### src/rtl/dram_rd_pkg.sv
package dram_rd_pkg;
   localparam int LANES = 2;
   localparam int LANE_HI = 1;
   localparam int LANE_LO = 0;
   typedef logic [LANES-1:0] lane_vec_t;
endpackage

### src/rtl/drs_decode.sv
module drs_decode #(
   parameter int ADDR_W = 23,
   parameter int ROW_W  = 8,
   parameter int WIN_TAG = 0
) (
   input  logic [ADDR_W-1:0] cpu_addr,
   input  logic              as_n,
   input  logic              rw,
   input  logic              ph1,
   input  logic              ph3,
   output logic              start
);
   localparam int TAG_LSB = 2 * ROW_W;
   localparam int TAG_W   = ADDR_W - TAG_LSB;

   logic in_win;

   generate
      if (TAG_W < 1) begin : g_bad
         $error("drs_decode: ADDR_W must exceed 2*ROW_W");
      end
   endgenerate

   assign in_win = (cpu_addr[ADDR_W-1:TAG_LSB] == TAG_W'(WIN_TAG));
   assign start  = !as_n && rw && in_win && ph1 && !ph3;
endmodule

### src/rtl/drs_timing.sv
module drs_timing
   import dram_rd_pkg::*;
(
   input  logic      clk,
   input  logic      rst_n,
   input  logic      as_n,
   input  logic      start,
   input  logic      ph1,
   input  lane_vec_t strb_n,
   output logic      ram_en_n,
   output logic      ras_n,
   output logic      mux_col,
   output logic      mux_col_nxt,
   output lane_vec_t cas_n
);
   logic ram_en_d, ras_d;

   assign ram_en_d    = as_n ? 1'b1 : (start ? 1'b0 : ram_en_n);
   assign ras_d       = as_n ? 1'b1 : ram_en_n;
   assign mux_col_nxt = !as_n && !ras_n;

   always_ff @(posedge clk or negedge rst_n) begin
      if (!rst_n) begin
         ram_en_n <= 1'b1;
         ras_n    <= 1'b1;
         mux_col  <= 1'b0;
      end else begin
         ram_en_n <= ram_en_d;
         ras_n    <= ras_d;
         mux_col  <= mux_col_nxt;
      end
   end

   for (genvar i = 0; i < LANES; i++) begin : g_lane
      logic cas_d;
      assign cas_d = as_n ? 1'b1 : (cas_n[i] & ~(mux_col & ~ph1 & ~strb_n[i]));
      always_ff @(posedge clk or negedge rst_n) begin
         if (!rst_n) cas_n[i] <= 1'b1;
         else        cas_n[i] <= cas_d;
      end

      AST_CAS_NEEDS_COL: assert property (@(posedge clk) disable iff (!rst_n)
         !cas_n[i] |-> mux_col);
      AST_CAS_LANE_QUAL: assert property (@(posedge clk) disable iff (!rst_n)
         $fell(cas_n[i]) |-> $past(!strb_n[i]));
   end

   AST_RAS_UNDER_EN: assert property (@(posedge clk) disable iff (!rst_n)
      !ras_n |-> !ram_en_n);
   AST_START_WINDOW: assert property (@(posedge clk) disable iff (!rst_n)
      $fell(ram_en_n) |-> $past(start));
   AST_COL_AFTER_ROW: assert property (@(posedge clk) disable iff (!rst_n)
      $rose(mux_col) |-> $past(!ras_n));
endmodule

### src/rtl/drs_addr_mux.sv
module drs_addr_mux #(
   parameter int ADDR_W = 23,
   parameter int ROW_W  = 8
) (
   input  logic              clk,
   input  logic              rst_n,
   input  logic [ADDR_W-1:0] cpu_addr,
   input  logic              col_sel,
   output logic [ROW_W-1:0]  dram_addr
);
   logic [ROW_W-1:0] row_part, col_part;

   assign row_part = cpu_addr[ROW_W-1:0];
   assign col_part = cpu_addr[2*ROW_W-1:ROW_W];

   always_ff @(posedge clk or negedge rst_n) begin
      if (!rst_n) dram_addr <= '0;
      else        dram_addr <= col_sel ? col_part : row_part;
   end
endmodule

### src/rtl/drs_rd_latch.sv
module drs_rd_latch
   import dram_rd_pkg::*;
#(
   parameter int DATA_W = 16
) (
   input  logic              clk,
   input  logic              rst_n,
   input  logic              ram_en_n,
   input  lane_vec_t         strb_n,
   input  lane_vec_t         cas_n,
   input  logic              ph1,
   input  logic              ph4,
   input  logic [DATA_W-1:0] dram_dq,
   output logic              rd_n,
   output logic [DATA_W-1:0] cpu_data
);
   logic strb_off, held, held_d, rd_d, close_now;

   generate
      if (DATA_W % LANES != 0) begin : g_bad
         $error("drs_rd_latch: DATA_W must split evenly into byte lanes");
      end
   endgenerate

   assign strb_off  = &strb_n;
   assign close_now = ~&cas_n & ~ph1 & ~ph4;
   assign rd_d      = strb_off ? 1'b1 : (ram_en_n ? rd_n : 1'b0);
   assign held_d    = strb_off ? 1'b0 : (held | close_now);

   always_ff @(posedge clk or negedge rst_n) begin
      if (!rst_n) begin
         rd_n     <= 1'b1;
         held     <= 1'b0;
         cpu_data <= '0;
      end else begin
         rd_n <= rd_d;
         held <= held_d;
         if (!rd_n && !held) cpu_data <= dram_dq;
      end
   end

   AST_HOLD_STABLE: assert property (@(posedge clk) disable iff (!rst_n)
      ($past(held) && held) |-> $stable(cpu_data));
   AST_RD_RELEASE: assert property (@(posedge clk) disable iff (!rst_n)
      $past(strb_off) |-> rd_n);
   AST_RD_AFTER_EN: assert property (@(posedge clk) disable iff (!rst_n)
      $fell(rd_n) |-> $past(!ram_en_n));
endmodule

### src/rtl/dram_rd_seq.sv
module dram_rd_seq
   import dram_rd_pkg::*;
#(
   parameter int ADDR_W  = 23,
   parameter int ROW_W   = 8,
   parameter int DATA_W  = 16,
   parameter int WIN_TAG = 0
) (
   input  logic              clk,
   input  logic              rst_n,
   input  logic              as_n,
   input  logic              uds_n,
   input  logic              lds_n,
   input  logic              rw,
   input  logic [ADDR_W-1:0] cpu_addr,
   input  logic              ph1,
   input  logic              ph3,
   input  logic              ph4,
   input  logic [DATA_W-1:0] dram_dq,
   output logic              ram_en_n,
   output logic              ras_n,
   output logic              mux_col,
   output logic              cas_hi_n,
   output logic              cas_lo_n,
   output logic [ROW_W-1:0]  dram_addr,
   output logic              rd_n,
   output logic [DATA_W-1:0] cpu_data
);
   lane_vec_t strb_n, cas_n;
   logic      start, col_nxt;

   generate
      if (DATA_W != 8 * LANES) begin : g_bad_w
         $error("dram_rd_seq: DATA_W must be one byte per lane");
      end
      if (ROW_W < 1) begin : g_bad_r
         $error("dram_rd_seq: ROW_W must be positive");
      end
   endgenerate

   assign strb_n[LANE_HI] = uds_n;
   assign strb_n[LANE_LO] = lds_n;
   assign cas_hi_n = cas_n[LANE_HI];
   assign cas_lo_n = cas_n[LANE_LO];

   drs_decode #(.ADDR_W(ADDR_W), .ROW_W(ROW_W), .WIN_TAG(WIN_TAG)) u_dec (
      .cpu_addr(cpu_addr), .as_n(as_n), .rw(rw), .ph1(ph1), .ph3(ph3),
      .start(start));

   drs_timing u_tim (
      .clk(clk), .rst_n(rst_n), .as_n(as_n), .start(start), .ph1(ph1),
      .strb_n(strb_n), .ram_en_n(ram_en_n), .ras_n(ras_n),
      .mux_col(mux_col), .mux_col_nxt(col_nxt), .cas_n(cas_n));

   drs_addr_mux #(.ADDR_W(ADDR_W), .ROW_W(ROW_W)) u_mux (
      .clk(clk), .rst_n(rst_n), .cpu_addr(cpu_addr), .col_sel(col_nxt),
      .dram_addr(dram_addr));

   drs_rd_latch #(.DATA_W(DATA_W)) u_lat (
      .clk(clk), .rst_n(rst_n), .ram_en_n(ram_en_n), .strb_n(strb_n),
      .cas_n(cas_n), .ph1(ph1), .ph4(ph4), .dram_dq(dram_dq),
      .rd_n(rd_n), .cpu_data(cpu_data));

   AST_NO_WRITE_ACCESS: assert property (@(posedge clk) disable iff (!rst_n)
      $fell(ram_en_n) |-> $past(rw));
   AST_ADDR_MATCHES_SEL: assert property (@(posedge clk) disable iff (!rst_n)
      (mux_col && $past(mux_col) && $stable(cpu_addr)) |-> $stable(dram_addr));
endmodule

### config.mk
export PLATFORM = sky130hd
export DESIGN_NAME = dram_rd_seq
export DESIGN_NICKNAME = d
export VERILOG_FILES = /design/src/rtl/dram_rd_pkg.sv /design/src/rtl/drs_decode.sv /design/src/rtl/drs_timing.sv /design/src/rtl/drs_addr_mux.sv /design/src/rtl/drs_rd_latch.sv /design/src/rtl/dram_rd_seq.sv
export SDC_FILE = /design/constraint.sdc
export NUM_CORES = 1
export LEC_CHECK = 0
export ABC_AREA = 1
export BUFFER_PORTS_ARGS = -buffer_cell sky130_fd_sc_hd__buf_2
export CAP_MARGIN = 20
export CORE_MARGIN = 2
export CORE_UTILIZATION = 40
export DETAILED_ROUTE_END_ITERATION = 6
export GPL_ROUTABILITY_DRIVEN = 0
export MAX_ROUTING_LAYER = met4
export PLACE_DENSITY_LB_ADDON = 0.3
export SYNTH_ARGS = -nofsm -noshare
export SYNTH_HDL_FRONTEND = slang
export SYNTH_SLANG_ARGS = --single-unit
### constraint.sdc
create_clock -name clk -period 1.2 [get_ports clk]
set_input_delay 0 -clock clk [delete_from_list [all_inputs] [get_ports clk]]
set_output_delay 0 -clock clk [all_outputs]
set_load 0.005 [all_outputs]
Word level (Yosys, flattened, before mapping)

Index checks and enable logic that the tools add are counted.

Flip-flop bits (word level): 31
Output and inout port bits: 30
Logic and storage cells: 49

Eq/ne operators: 1
Multiplexer cells: 9
Bitwise gates (word level): 14
Reductions and logical operators: 16

Operators with widths:

| kind                 | number |
|---|---|
| $mux W1              | 8 |
| $mux W8              | 1 |
| $and A1 B1 Y1        | 7 |
| $logic_not A7 Y1     | 1 |
| $logic_and A1 B1 Y1  | 6 |
| $logic_not A1 Y1     | 6 |
| $not A1 Y1           | 6 |
| $reduce_and A2 Y1    | 2 |
| $ne A2 B1 Y1 const B | 1 |
| $reduce_bool A2 Y1   | 1 |
| $or A1 B1 Y1         | 1 |

Logic depth before layout (Yosys ltp)

Depth after elaboration: 7
Mapped depth: 4
Gate-level depth less buffers: 4

Cells and area by module

A second synthesis with hierarchy kept.

Cell total of the unflattened synthesis: 149
Area total of the unflattened synthesis: 1292.5 um^2

Modules (own cells, without submodules):

| module       | instances | cells an instance | area each (um^2) | sequential area each (um^2) |
|---|---|---|---|---|
| drs_rd_latch | 1         | 79                | 734.5            | 451.7 |
| drs_addr_mux | 1         | 34                | 305.3            | 200.2 |
| drs_timing   | 1         | 19                | 186.4            | 130.1 |
| drs_decode   | 1         | 17                | 66.3             | 0.0 |

Worst setup path before layout

OpenSTA, ideal clock, no wires.

Path type: flip-flop to flip-flop
Start point: reg u_lat.rd_n
End point: reg u_lat.cpu_data[12]
Arrival time: 0.898 ns
Required time: 1.077 ns
Slack: 0.179 ns
Cell stages (with the launch flop): 5
Path buffers: 1
Clock period less this slack: 1.021 ns
Cells stage by stage: dfstp_2 -> nor2_4 -> buf_12 -> nand2_1 -> nand2_1

Longest elaborated chain between the ends: 2

Ends and longest elaborated chain:

| element                  | RTL line           | text |
|---|---|---|
| start: declaration       | drs_rd_latch.sv:14 | `output logic rd_n,` |
| start signal: assignment | drs_rd_latch.sv:36 | `rd_n <= rd_d;` |
| $logic_not A1 Y1         | drs_rd_latch.sv:38 | `if (!rd_n && !held) cpu_data <= dram_dq;` |
| $logic_and A1 B1 Y1      | drs_rd_latch.sv:38 |  |
| end signal: assignment   | drs_rd_latch.sv:38 |  |
| end: declaration         | drs_rd_latch.sv:15 | `output logic [DATA_W-1:0] cpu_data` |

Every way passes these cells.
A chain may end at the register's enable or synchronous reset.

Final worst setup path

Start point: reg u_lat.rd_n
End point: out rd_n

RTL lines:

| element          | RTL line          | text |
|---|---|---|
| end: declaration | dram_rd_seq.sv:26 | `output logic rd_n,` |

No word-level cell between the ends.

==> results by group <==
GRT
  – Grt ovf: 0
  – Global-route wire length before repair: 6220 um
  – Antenna violations before repair: 0
  – Largest net degree at the start of global routing: 32
  – Vias in the first global route: 1411
  – All-Layer GR Usage: 0.247

Timing
  – RSZ-0062 raised after global routing: false
  – Final cycle utilization of the critical path: 0.953
  – Slew Limit Headroom: 0.557
  – Worst-margin pin slew: 0.665 ns
  – Setup TNS Final: 0 ns
  – Achievable frequency: 875 MHz
  – Final setup viols: 0
  – Max-slew violations: 0
  – Hold Vio Cnt, Final: 0
  – Final clock skew: 0.00862 ns
  – Min cycle time layout: 1.14 ns

Hold path
  – Hold WC Path Type: input pin to register
  – Hold EP: u_tim.ram_en_n
  – Hold depth: 5
  – Hold_sp: cpu_addr[18]

Cells and area
  – Fraction of layout cells with a size suffix above 1: 0.409
  – Final Instance Area: 2170 sq um
  – Layout Cells excl Fill: 301
  – Area growth syn-to-layout: 70.4%
  – Fillers: 225
  – Diodes inserted: 0
  – Final Core Density: 0.715
  – Nets@finish: 304

Power
  – LEAKAGE: 1.11 nW
  – PwrDens: 1210 nW/um^2
  – Max rail drop VDD: 0.000664 V

Worst setup path
  – Internal reg-to-reg setup slack: 0.06 ns
  – Reg2reg end: u_lat.cpu_data[8]
  – Crit Path Max Fanout: 8
  – Startpoint type of the worst setup path: register
  – Reg-to-reg startpoint: u_lat.rd_n
  – WP data required: 1.20 ns
  – Worst reg-to-reg path cell count: 5
  – WP data arrival: 1.14 ns
  – Critical path type: register to output pin
  – Setup crit end kind: output pin
  – Critical path origin: u_lat.rd_n

Die
  – Initial Util: 0.420
  – Die width: 60.4 um
  – Die Y: 60.4 um
  – Row cnt: 20
  – Core area: 3030 sq um
  – Boundary Pins: 78
  – Die ar.: 3650 sq um

Clock network
  – CTS tree: done
  – Clock Path Buffers: 2
  – Root buf cell: clkbuf_4
  – Clock Pin Slew Worst Setup and Hold Paths: 0.09 ns
  – Cts bufs inserted: 5
  – Clock sink count: 31
  – Latest clock arrival within the worst-skew pair: 0.34 ns
  – Htree depth: 2

Logic synthesis
  – Post-synthesis sequential area ratio: 0.615
  – Syn. warnings: 0
  – Cell taking the most area after synthesis: dfrtp_1
  – Synth cell types: 17
  – Most common cell in the netlist: nand2_1
  – Top cells by area, synth: dfrtp_1 (51%), nand2_1 (14%), dfstp_2 (10%)
  – Synth cell count leaders: nand2_1 (46), dfrtp_1 (26), o21ai_0 (25)
  – Syn_area_per_cell: 9.49 sq um
  – Synth top area share: 0.512
  – FFs w/ async S/R, synth: 1.00
  – Syn nets: 182
  – Synth Flop Type: dfrtp_1
  – Synthesized instance count: 134
  – Post-synth EDFFs: 0
  – Synthesized flop and latch total: 31
  – Post-Synthesis Cell Area: 1270 sq um

Routing
  – DRT Pass-1 Iters: 4
  – Initial DRC count: 55
  – # DRC: 0
  – DR WL/cell: 12.9 um
  – Post-route ant nets: 0
  – Wirelength, routed: 3890 um
  – Post-DR vias/cell: 4.63
  – DR vias: 1394

Status
  – Status: completed

Place
  – IO Port Bufs: 77
  – Area after DPL: 1680 sq um
  – Post-Place Cells: 252
  – HPWL after DPL: 2090 um

Job
  – Max-cap viol count: 0
## per-stage QoR
stage	total power [mW]	hold slack, ns	worst slack, ns
floorplan	1.53	-0.296	0.179
global placement	1.86	0.0751	0.130
detailed placement	1.88	0.0719	0.127
CTS	2.61	0.00158	0.0188
global route	2.77	0.0164	0.0255
finish	2.61	0.00684	0.0570
## logic make-up (layout without fill, tap and decap cells)
kind of cell / count (synthesis) / after routing / synth area share
DFF: 31 / 31 / 0.615
buffers and inverters: 9 / 132 / 0.0453
AOI/OAI and AO/OA: 30 / 30 / 0.124
and+or+nand+nor: 64 / 64 / 0.216
## power breakdown
part / internal, mW / total (mW) / switching [mW]
Sequential: 1.25 / 1.35 / 0.0988
Combinational: 0.343 / 0.622 / 0.279
Clock: 0.283 / 0.641 / 0.358
## worst max-delay path, stage by stage, from the launching register on
cell     delay [ns]
dfstp_2        0.55
buf_4          0.14
buf_2          0.12
## what timing repair did
action | 4_1_cts | 5_1_grt
gates resized for setup | 0 | 1
buffers inserted | 1 | 1
hold endpoints to repair | 55 | 0
setup endpoints to repair | 1 | 16
hold buffers | 40 | 0
pin swaps | 0 | 2
## layout make-up
type / count / area [sq um] / area share
Clock buffer: 7 / 55.1 / 0.0254
Inverter: 4 / 15.0 / 0.00693
Sequential cell: 31 / 782 / 0.361
Tap cell: 44 / 55.1 / 0.0254
Clock inverter: 1 / 5.00 / 0.00231
Timing Repair Buffer: 120 / 822 / 0.380
Multi-Input combinational cell: 94 / 432 / 0.199
## layer usage
| layer | part of all wire | wire [um] | vias up | global-route usage |
|---|---|---|---|---|
| met1 | 0.37 | 1460 | 643 | 0.257 |
| met3 | 0.071 | 277 | 15 | 0.0874 |
| met2 | 0.52 | 2040 | 63 | 0.421 |
| met4 | 0.031 | 121 | 0 | 0.108 |
| met5 | 0 | 0 | - | - |
| li1 | - | - | 673 | - |
## layout by cell type (no fill, tap or decap), types with 2 or more instances in the layout
cell type and n:
inv_1 4, nor2_1 6, dlygate4sd3_1 39, a21oi_1 2
dfstp_2 5, nand2_1 46, nand2_2 9, clkbuf_4 5
dfrtp_1 26, buf_2 77, buf_4 2, o21ai_0 25
## sequential cells by signal, indices dropped and copies added (netlist names)
| signal | cells |
|---|---|
| u_lat.cpu_data | 16 |
| u_lat.held | 1 |
| u_lat.rd_n | 1 |
| u_mux.dram_addr | 8 |
| u_tim.cas_n | 2 |
| u_tim.mux_col | 1 |
| u_tim.ram_en_n | 1 |
| u_tim.ras_n | 1 |
## worst max-delay path by stage
stage | to | slack [ns] | cells past startpoint
finish | rd_n | 0.06 | 2
global route | rd_n | 0.03 | 2
CTS | u_lat.cpu_data[8] | 0.02 | 4
detailed placement | u_lat.cpu_data[8] | 0.13 | 3
global placement | u_lat.cpu_data[8] | 0.13 | 3
floorplan | u_lat.cpu_data[12] | 0.18 | 4
Note: power is estimated with default switching activity, not from simulation.
